### config.mk
export PLATFORM = sky130hd
export DESIGN_NAME = eth_txflow_ctrl
export DESIGN_NICKNAME = d
export VERILOG_FILES = /design/src/rtl/txpc_pkg.sv /design/src/rtl/txpc_cfg_reg.sv /design/src/rtl/txpc_pause_timer.sv /design/src/rtl/txpc_hb_mon.sv /design/src/rtl/txpc_seq.sv /design/src/rtl/eth_txflow_ctrl.sv
export SDC_FILE = /design/constraint.sdc
export NUM_CORES = 1
export LEC_CHECK = 0
export ABC_CLOCK_PERIOD_IN_PS = 2200
export BUFFER_PORTS_ARGS = -buffer_cell sky130_fd_sc_hd__clkbuf_2
export CORE_MARGIN = 2
export CORE_UTILIZATION = 40
export DETAILED_ROUTE_END_ITERATION = 10
export PLACE_DENSITY_LB_ADDON = 0.08
export SYNTH_ARGS = -nofsm -noshare
export SYNTH_HDL_FRONTEND = slang
export SYNTH_HIERARCHICAL = 1
export SYNTH_SLANG_ARGS = --single-unit
### constraint.sdc
create_clock -name clk -period 2.2 [get_ports clk]
set_input_delay 0.11 -clock clk [delete_from_list [all_inputs] [get_ports clk]]
set_output_delay 0.11 -clock clk [all_outputs]
set_load 0.005 [all_outputs]
### src/rtl/txpc_pkg.sv
`timescale 1ns/1ps
package txpc_pkg;
    localparam int CFG_W     = 4;
    localparam int CB_SPAUSE = 0;
    localparam int CB_GSTOP  = 1;
    localparam int CB_FDX    = 2;
    localparam int CB_HBCHK  = 3;

    typedef enum logic [1:0] {
        ST_IDLE     = 2'd0,
        ST_DATA     = 2'd1,
        ST_PAUSE_TX = 2'd2,
        ST_HALT     = 2'd3
    } seq_state_t;
endpackage

### src/rtl/txpc_cfg_reg.sv
`timescale 1ns/1ps
module txpc_cfg_reg
    import txpc_pkg::*;
(
    input  logic             clk,
    input  logic             rst_n,
    input  logic             mac_en,
    input  logic             wr,
    input  logic [CFG_W-1:0] wdata,
    input  logic             sp_done,
    output logic             sp,
    output logic             gs,
    output logic             fdx,
    output logic             hbchk
);
    always_ff @(posedge clk) begin
        if (!rst_n) begin
            sp    <= 1'b0;
            gs    <= 1'b0;
            fdx   <= 1'b0;
            hbchk <= 1'b0;
        end else begin
            if (sp_done) sp <= 1'b0;
            if (wr) begin
                sp <= wdata[CB_SPAUSE];
                gs <= wdata[CB_GSTOP];
                if (!mac_en) begin
                    fdx   <= wdata[CB_FDX];
                    hbchk <= wdata[CB_HBCHK];
                end
            end
        end
    end

    AST_MODE_LOCKED: assert property (@(posedge clk) disable iff (!rst_n)
        mac_en |=> ($stable(fdx) && $stable(hbchk)));
endmodule

### src/rtl/txpc_pause_timer.sv
`timescale 1ns/1ps
module txpc_pause_timer #(
    parameter int QW = 16
) (
    input  logic          clk,
    input  logic          rst_n,
    input  logic          fdx,
    input  logic          evt,
    input  logic [QW-1:0] quanta,
    input  logic          tick,
    output logic          paused
);
    logic [QW-1:0] remain;

    always_ff @(posedge clk) begin
        if (!rst_n) begin
            remain <= '0;
        end else if (evt && fdx) begin
            remain <= quanta;
        end else if (tick && (remain != '0)) begin
            remain <= remain - 1'b1;
        end
    end

    assign paused = (remain != '0);

    AST_RXP_ZERO_ENDS: assert property (@(posedge clk) disable iff (!rst_n)
        (evt && fdx && (quanta == '0)) |=> !paused);
    AST_RXP_HALFDUP_IGNORED: assert property (@(posedge clk) disable iff (!rst_n)
        (evt && !fdx && !tick) |=> $stable(paused));
    AST_RXP_HOLDS: assert property (@(posedge clk) disable iff (!rst_n)
        (paused && !tick && !evt) |=> paused);
endmodule

### src/rtl/txpc_hb_mon.sv
`timescale 1ns/1ps
module txpc_hb_mon #(
    parameter int HB_WIN = 4
) (
    input  logic clk,
    input  logic rst_n,
    input  logic hb_en,
    input  logic tx_end,
    input  logic col,
    input  logic clr,
    output logic hb_err
);
    localparam int HW = $clog2(HB_WIN + 1);

    logic [HW-1:0] win_left;

    always_ff @(posedge clk) begin
        if (!rst_n) begin
            win_left <= '0;
        end else if (tx_end && hb_en) begin
            win_left <= HW'(HB_WIN);
        end else if (win_left != '0) begin
            if (col) win_left <= '0;
            else     win_left <= win_left - 1'b1;
        end
    end

    always_ff @(posedge clk) begin
        if (!rst_n) begin
            hb_err <= 1'b0;
        end else begin
            if (clr) hb_err <= 1'b0;
            if ((win_left == HW'(1)) && !col) hb_err <= 1'b1;
        end
    end

    AST_HB_STICKY: assert property (@(posedge clk) disable iff (!rst_n)
        (hb_err && !clr) |=> hb_err);
    AST_HB_COL_PASSES: assert property (@(posedge clk) disable iff (!rst_n)
        ((win_left != '0) && col && !hb_err) |=> !hb_err);
endmodule

### src/rtl/txpc_seq.sv
`timescale 1ns/1ps
module txpc_seq
    import txpc_pkg::*;
(
    input  logic clk,
    input  logic rst_n,
    input  logic mac_en,
    input  logic sp,
    input  logic gs,
    input  logic fdx,
    input  logic rx_paused,
    input  logic q_valid,
    input  logic crs,
    input  logic col,
    input  logic frm_done,
    input  logic frm_coll,
    input  logic pause_done,
    output logic frm_start,
    output logic pause_start,
    output logic stop_irq,
    output logic sp_done,
    output logic tx_end
);
    seq_state_t state, nxt;
    logic line_free;
    logic go_data, go_pause, go_irq;

    assign line_free = fdx || (!crs && !col);
    assign sp_done   = (state == ST_PAUSE_TX) && pause_done;
    assign tx_end    = (state == ST_DATA) && frm_done;

    always_comb begin
        nxt      = state;
        go_data  = 1'b0;
        go_pause = 1'b0;
        go_irq   = 1'b0;
        unique case (state)
            ST_IDLE: begin
                if (mac_en) begin
                    if (sp && line_free) begin
                        nxt      = ST_PAUSE_TX;
                        go_pause = 1'b1;
                        go_irq   = 1'b1;
                    end else if (gs) begin
                        nxt    = ST_HALT;
                        go_irq = 1'b1;
                    end else if (!sp && !rx_paused && q_valid && line_free) begin
                        nxt     = ST_DATA;
                        go_data = 1'b1;
                    end
                end
            end
            ST_DATA: begin
                if (frm_done || frm_coll) nxt = ST_IDLE;
            end
            ST_PAUSE_TX: begin
                if (pause_done) nxt = ST_IDLE;
            end
            ST_HALT: begin
                if (sp && line_free) begin
                    nxt      = ST_PAUSE_TX;
                    go_pause = 1'b1;
                end else if (!gs) begin
                    nxt = ST_IDLE;
                end
            end
            default: nxt = ST_IDLE;
        endcase
    end

    always_ff @(posedge clk) begin
        if (!rst_n) state <= ST_IDLE;
        else        state <= nxt;
    end

    always_ff @(posedge clk) begin
        if (!rst_n) begin
            frm_start   <= 1'b0;
            pause_start <= 1'b0;
            stop_irq    <= 1'b0;
        end else begin
            frm_start   <= go_data;
            pause_start <= go_pause;
            stop_irq    <= go_irq;
        end
    end

    AST_START_EXCLUSIVE: assert property (@(posedge clk) disable iff (!rst_n)
        !(frm_start && pause_start));
    AST_IRQ_ONE_CYCLE: assert property (@(posedge clk) disable iff (!rst_n)
        stop_irq |=> !stop_irq);
    AST_START_NEEDS_LINE: assert property (@(posedge clk) disable iff (!rst_n)
        frm_start |-> $past(line_free));
    AST_HALT_NO_DATA: assert property (@(posedge clk) disable iff (!rst_n)
        (state == ST_HALT) |=> !frm_start);
    AST_RXP_BLOCKS_DATA: assert property (@(posedge clk) disable iff (!rst_n)
        ((state == ST_IDLE) && rx_paused) |=> !frm_start);
endmodule

### src/rtl/eth_txflow_ctrl.sv
`timescale 1ns/1ps
module eth_txflow_ctrl
    import txpc_pkg::*;
#(
    parameter int QW     = 16,
    parameter int HB_WIN = 4
) (
    input  logic             clk,
    input  logic             rst_n,
    input  logic             mac_en,
    input  logic             cfg_wr,
    input  logic [CFG_W-1:0] cfg_wdata,
    output logic [CFG_W-1:0] cfg_rdata,
    input  logic             hb_err_clr,
    input  logic             q_valid,
    input  logic             crs,
    input  logic             col,
    output logic             frm_start,
    input  logic             frm_done,
    input  logic             frm_coll,
    output logic             pause_start,
    input  logic             pause_done,
    input  logic             rx_pause_evt,
    input  logic [QW-1:0]    rx_pause_quanta,
    input  logic             quantum_tick,
    output logic             stop_irq,
    output logic             rx_paused,
    output logic             hb_err
);
    logic sp, gs, fdx, hbchk;
    logic sp_done, tx_end;

    txpc_cfg_reg u_cfg (
        .clk     (clk),
        .rst_n   (rst_n),
        .mac_en  (mac_en),
        .wr      (cfg_wr),
        .wdata   (cfg_wdata),
        .sp_done (sp_done),
        .sp      (sp),
        .gs      (gs),
        .fdx     (fdx),
        .hbchk   (hbchk)
    );

    txpc_pause_timer #(.QW(QW)) u_ptmr (
        .clk    (clk),
        .rst_n  (rst_n),
        .fdx    (fdx),
        .evt    (rx_pause_evt),
        .quanta (rx_pause_quanta),
        .tick   (quantum_tick),
        .paused (rx_paused)
    );

    txpc_hb_mon #(.HB_WIN(HB_WIN)) u_hb (
        .clk    (clk),
        .rst_n  (rst_n),
        .hb_en  (hbchk),
        .tx_end (tx_end),
        .col    (col),
        .clr    (hb_err_clr),
        .hb_err (hb_err)
    );

    txpc_seq u_seq (
        .clk         (clk),
        .rst_n       (rst_n),
        .mac_en      (mac_en),
        .sp          (sp),
        .gs          (gs),
        .fdx         (fdx),
        .rx_paused   (rx_paused),
        .q_valid     (q_valid),
        .crs         (crs),
        .col         (col),
        .frm_done    (frm_done),
        .frm_coll    (frm_coll),
        .pause_done  (pause_done),
        .frm_start   (frm_start),
        .pause_start (pause_start),
        .stop_irq    (stop_irq),
        .sp_done     (sp_done),
        .tx_end      (tx_end)
    );

    always_comb begin
        cfg_rdata            = '0;
        cfg_rdata[CB_SPAUSE] = sp;
        cfg_rdata[CB_GSTOP]  = gs;
        cfg_rdata[CB_FDX]    = fdx;
        cfg_rdata[CB_HBCHK]  = hbchk;
    end

    AST_SP_SELF_CLEAR: assert property (@(posedge clk) disable iff (!rst_n)
        (sp_done && !cfg_wr) |=> !cfg_rdata[CB_SPAUSE]);
endmodule

Word-level counts from Yosys, hierarchy flattened --
Cells that the tools add are included.
Cells by class: eq/ne operators 9, magnitude comparators 0, $add $sub $neg 2, muxes and demuxes 24, $mul 0, shifts and indexed selects 0, bitwise gates (word level) 3, divide/modulo/power cells 0, reduce and logical (&&, ||, !) cells 29
Operators by type and width (count):
- two-way mux 16 bit | 2
- two-way mux 2 bit | 8
- nonzero test 16 bit | 1
- subtractor 16 x 1 -> 16 bit (second input constant) | 1
- logical AND 1 bit | 11
- two-way mux 1 bit | 9
- two-way mux 3 bit | 3
- one-hot mux 2 bit (4 select lines) | 1
- nonzero test 2 bit | 4
- inequality test 2 bit (second input constant) | 3
- AND reduction 5 bit | 1
- OR reduction 5 bit | 1
- == test 2 bit (second input constant) | 2
- logical NOT 1 bit | 4
- inequality test 4 x 2 -> 1 bit (second input constant) | 1
- == test 3 x 1 -> 1 bit (second input constant) | 1
- inequality test 3 x 2 -> 1 bit (second input constant) | 1
- inverter 1 bit | 3
- AND reduction 3 bit | 1
- nonzero test 3 bit | 1
- subtractor 3 x 1 -> 3 bit (second input constant) | 1
- == test 2 x 1 -> 1 bit (second input constant) | 1
- logical NOT 2 bit | 1
- logical OR 1 bit | 2
- other kinds (3) | 3
Word-level totals: memory bits (writable) 0, input port bits 33, register bits after elaboration 29, bits in read-only memories 0, memories 0, latch bits 0, output and inout port bits 9

Logic depth before layout (Yosys ltp) --
depth after elaboration 10, gate-level depth with buffers 9, gate-level depth less buffers 9

By module --
The synthesis kept the hierarchy.
By module, submodules not included:
- txpc_pause_timer | cells each 123, seq. area each 320.3 um^2, area an instance 1028.5 um^2, times used 1
- txpc_seq | cells each 38, seq. area each 100.1 um^2, area an instance 375.4 um^2, times used 1
- txpc_hb_mon | cells each 23, seq. area each 80.1 um^2, area an instance 212.7 um^2, times used 1
- txpc_cfg_reg | cells each 15, seq. area each 80.1 um^2, area an instance 161.4 um^2, times used 1
- eth_txflow_ctrl | cells each 4, seq. area each 0.0 um^2, area an instance 30.0 um^2, times used 1

Worst setup path after synthesis --
Ideal clock, no wire load.
kind reg-to-reg, start reg u_ptmr.remain[0], end reg u_seq.state[0], slack -0.278 ns, buffers on the path 0, arrival 2.406 ns, cell stages (with the launch flop) 10, cells stage by stage dfxtp_1 > inv_1 > ha_1 > or4b_2 > nor4_4 > inv_2 > nor2b_1 > o221ai_2 > a2111oi_4 > mux2i_1
Between the ends: longest elaborated chain between the ends 7
RTL lines:
- from (decl) | line txpc_pause_timer.sv:13 | logic [QW-1:0] remain;
- from (signal assigned) | line txpc_pause_timer.sv:19 | remain <= quanta;
- from (signal assigned) | line txpc_pause_timer.sv:21 | remain <= remain - 1'b1;
- nonzero test 16 bit | line txpc_pause_timer.sv:25 | assign paused = (remain != '0);
- net rx_paused | line eth_txflow_ctrl.sv:27 | output logic rx_paused,
- logical NOT 1 bit | line txpc_seq.sv:47 | end else if (!sp && !rx_paused && q_valid && line_free) begin
- logical AND 1 bit (3 in a row) | line txpc_seq.sv:47
- inequality test 4 x 2 -> 1 bit (no source line)
- AND reduction 5 bit (no source line)
- to (signal assigned) | line txpc_seq.sv:73 | else state <= nxt;
- to (decl) | line txpc_seq.sv:24 | seq_state_t state, nxt;
The timed path passes the listed nets, and every way through them passes these cells. A chain may end at the register's enable or synchronous reset.

Worst setup path in the final report --
start reg u_ptmr.remain[0], end reg u_seq.state[0]
Between the ends: longest elaborated chain between the ends 7
RTL lines (line):
- nonzero test 16 bit | txpc_pause_timer.sv:25
- logical NOT 1 bit | txpc_seq.sv:47
- logical AND 1 bit (3 in a row) | txpc_seq.sv:47
- inequality test 4 x 2 -> 1 bit (no source line)
- AND reduction 5 bit (no source line)
Every way passes these cells.

==> results.md <==
* Status: finished clean
* DRT Pass-1 Iters at 4
* Vias in the first global route at 1645
* Flop-to-flop setup slack at 0.07 ns
* R2R Path End: u_seq/state[0]$_SDFFE_PN0P_
* Dpl hpwl at 3310 um
* Synth Area in Simple Gates at 28.4%
* Post-Syn Area per Cell at 8.91 um^2
* Worst path top cell family by delay: simple AND/OR/NAND/NOR gates
* IO Count at 42
* Max Slew Vio Count at 0
* Max Buffers Root-to-Sink at 2
* Hold Crit Depth at 2
* Yosys warns at 6
* Routability cong. at 0.805
* Cell at the root of the clock tree: clkbuf_8
* Post-synthesis sequential area ratio at 32.1%
* Port bufs at 41
* Buf+Inv Stages, Crit Path at 2
* Die Ht at 71.2 um
* Vias per inst at 5.44
* Met2 GRT Util at 30.5%
* CTS tree: built
* Clock slew at reported path FFs at 0.07 ns
* Fin. Hold Viols at 0
* Leak at 0.990 nW
* Post-layout min period at 2.13 ns
* Worst path max stage delay at 0.48 ns
* TritonCTS Buffers at 5
* Clock skew at 0.00859 ns
* GR peak layer: met2
* Largest net degree at the start of global routing at 17
* Core Area at 4350 um^2
* GR Util met3 at 3.38%
* Worst vdd ir at 0.000621 V
* Layout cells sized above 1 at 37.3%
* Mapped Cells at 203
* Syn Nets at 245
* Final nets at 309
* Final setup viols at 0
* Clk_lat worst skew at 0.28 ns
* Crit start category: flop
* Antenna Cells at 0
* Worst Path Arrival at 2.34 ns
* Post-synthesis adder-cell area fraction at 6.23%
* Rows at 24
* Crit-path max FO at 2
* H-tree level count at 2
* Crit Path Class: flop to flop
* Max Cap Viol at 0
* Post-synth EDFFs at 0
* Clk sinks at 29
* Part of the cycle the worst path needs at 96.9%
* GRT met1 Usage at 23.1%
* Fin cells at 320
* Critical path's slowest cell: or4b_4
* Synth Area in Compound Gates at 23.8%
* Fin util at 54.5%
* Hold_sp: cfg_wdata[0]
* Fmax at 0.469 GHz
* Worst Max-Slew Pin Slew at 0.563 ns
* Register bit total from synthesis at 29
* Critical Path Sink Type: flop
* Cell Area, Synth at 1810 um^2
* Async SR Flop Fraction at 0%
* Post-synthesis xor/xnor area fraction at 0.484%
* Pwr dens at 1350 nW/um^2
* Starting DRT DRC Count at 64
* Initial Util at 41.5%
* Post-route ant nets at 0
* Die ar. at 5070 um^2
* Initial antenna violation count at 0
* Crit path cell chain: inv_2 -> ha_4 -> or4b_4 -> nor4_4 -> inv_2 -> nor2b_2 -> o221ai_2 -> a2111oi_4 -> mux2i_1
* DRC Markers at 0
* RSZ-0062 raised after global routing: yes
* Synth cell types at 59
* Vias at 1742
* Area grow syn2layout at 31.3%
* Synth Flop Type: dfxtp_1
* Req. time, crit path at 2.41 ns
* Cell repeated most along the worst path: inv_2
* Mux cell area share after synthesis at 3.88%
* Hold Crit Endpoint: u_cfg/sp$_SDFFE_PN0P_
* Average wire per standard cell at 13.7 um
* Die width at 71.2 um
* RR Startpoint: u_ptmr/remain[0]$_SDFFE_PN0P_
* Wirelength, routed at 4380 um
* Hold Crit Class: input port to flop
* Rel. slew slack at 61.9%
* Cells after DPL at 307
* Grt ovf at 0
* Largest family of logic cells by synthesized area: simple AND/OR/NAND/NOR gates
* FF-to-FF path depth at 9
* Total track usage at 18.1%
* First-pass GRT wire length at 7330 um
[layout by cell type (no fill, tap or decap), drive strengths merged, types with 4 or more instances in the layout]
cell    synthesis  routed
nor4            5       5
nand2          17      17
or3             4       4
a31oi           6       6
nand3           4       4
o21ai          13      13
nor2           10      10
nor2b           5       5
and2            5       5
inv            11      11
a21oi          12      12
buf             5      25
mux2i           7       7
nor4b           4       4
clkbuf          4      48
o41ai           4       4
nor3            4       4
ha              9       9
dfxtp          29      29
[layout make-up]
class / count / area, um^2
flip-flops and latches: 29 / 583
clock buffers: 7 / 86.3
multi-input cells: 154 / 1180
clock inverters: 1 / 30.0
repair buffers: 66 / 393
inverters: 11 / 41.3
well taps: 52 / 65.1
fillers: 419 / 1980
[through the flow]
stage	instance area, um^2	total power [W]	setup slack [ns]	setup TNS [ns]	hold slack [ns]
floorplan	1830	0.00192	-0.110	-0.220	0.227
global placement	2190	0.00247	-0.0688	-0.137	0.343
detailed placement	2190	0.00248	-0.104	-0.205	0.340
finish	2370	0.00320	0.0671	0	0.0474
global route	2370	0.00345	-0.0827	-0.133	0.0496
CTS	2350	0.00317	-0.00512	-0.00512	0.0422
[layer usage]
metal  part of all wire [%]  wire, um
met3                    3.7       161
met2                     47      2070
met5                      0         0
met1                     48      2100
met4                   0.98        43
[repair_timing]
item | CTS | global route
buffers inserted | 5 | 2
resized for setup | 2 | 3
pin swaps | 3 | 5
endpoints found under the setup margin | 2 | 5
hold buffers | 0 | 0
endpoints found under the hold margin | 0 | 0
[synthesized netlist by cell type (2+ instances only)]
master    instances  area (um^2)
nor3b_1           2         15.0
nand2b_1          2         12.5
nand3_1           4         20.0
nand2_1          17         63.8
a31o_1            2         17.5
ha_1              9          113
a21oi_1          11         55.1
mux2i_1           7         70.1
nand4b_1          2         17.5
a311oi_1          3         26.3
and4_1            2         17.5
buf_4             4         30.0
o21a_1            2         15.0
nor2b_1           5         31.3
and2b_2           2         17.5
nor3_1            4         20.0
nor4b_1           4         35.0
inv_1            10         37.5
a311o_1           2         20.0
o41ai_1           3         26.3
nand4_1           3         18.8
dfxtp_1          29          581
and2_1            5         31.3
nor2_1           10         37.5
or3_1             2         12.5
clkbuf_1          3         11.3
a211oi_1          2         15.0
nor4_1            3         18.8
or4_4             2         22.5
a31oi_1           6         37.5
o21ai_0          13         65.1
[report_power, final]
group | internal [W] | switching [W] | leakage, nW | total, W
Combinational | 0.000935 | 0.000904 | 0.694 | 0.00184
Clock | 0.000369 | 0.000208 | 0.0585 | 0.000577
Sequential | 0.000675 | 0.000105 | 0.238 | 0.000780
[worst max-delay path by stage]
stage / end / cells past startpoint / start
after floorplan: u_seq/state[0]$_SDFFE_PN0P_ / 9 / u_ptmr/remain[1]$_SDFFE_PN0P_
after global placement: u_seq/state[0]$_SDFFE_PN0P_ / 9 / u_ptmr/remain[1]$_SDFFE_PN0P_
after detailed placement: u_seq/state[0]$_SDFFE_PN0P_ / 9 / u_ptmr/remain[1]$_SDFFE_PN0P_
after CTS: u_seq/state[0]$_SDFFE_PN0P_ / 7 / u_ptmr/remain[8]$_SDFFE_PN0P_
after global routing: u_seq/state[1]$_SDFFE_PN0P_ / 9 / u_ptmr/remain[1]$_SDFFE_PN0P_
final: u_seq/state[0]$_SDFFE_PN0P_ / 9 / u_ptmr/remain[0]$_SDFFE_PN0P_
[kinds of logic after synthesis]
kind of cell / count (synthesis)
AOI/OAI and AO/OA: 56
xor gates and xnor gates: 1
adders and majority gates: 9
buffers and inverters: 20
DFF: 29
muxes: 7
and+or+nand+nor: 81
[registers in the layout, indices dropped and copies added, names as in the netlist]
| register | count |
|---|---|
| u_seq/pause_start | 1 |
| u_hb/win_left | 3 |
| u_cfg/hbchk | 1 |
| u_seq/frm_start | 1 |
| u_seq/state | 2 |
| u_ptmr/remain | 16 |
| u_cfg/fdx | 1 |
| u_hb/hb_err | 1 |
| u_cfg/gs | 1 |
| u_seq/stop_irq | 1 |
| u_cfg/sp | 1 |
(Power assumes the default switching activity.)
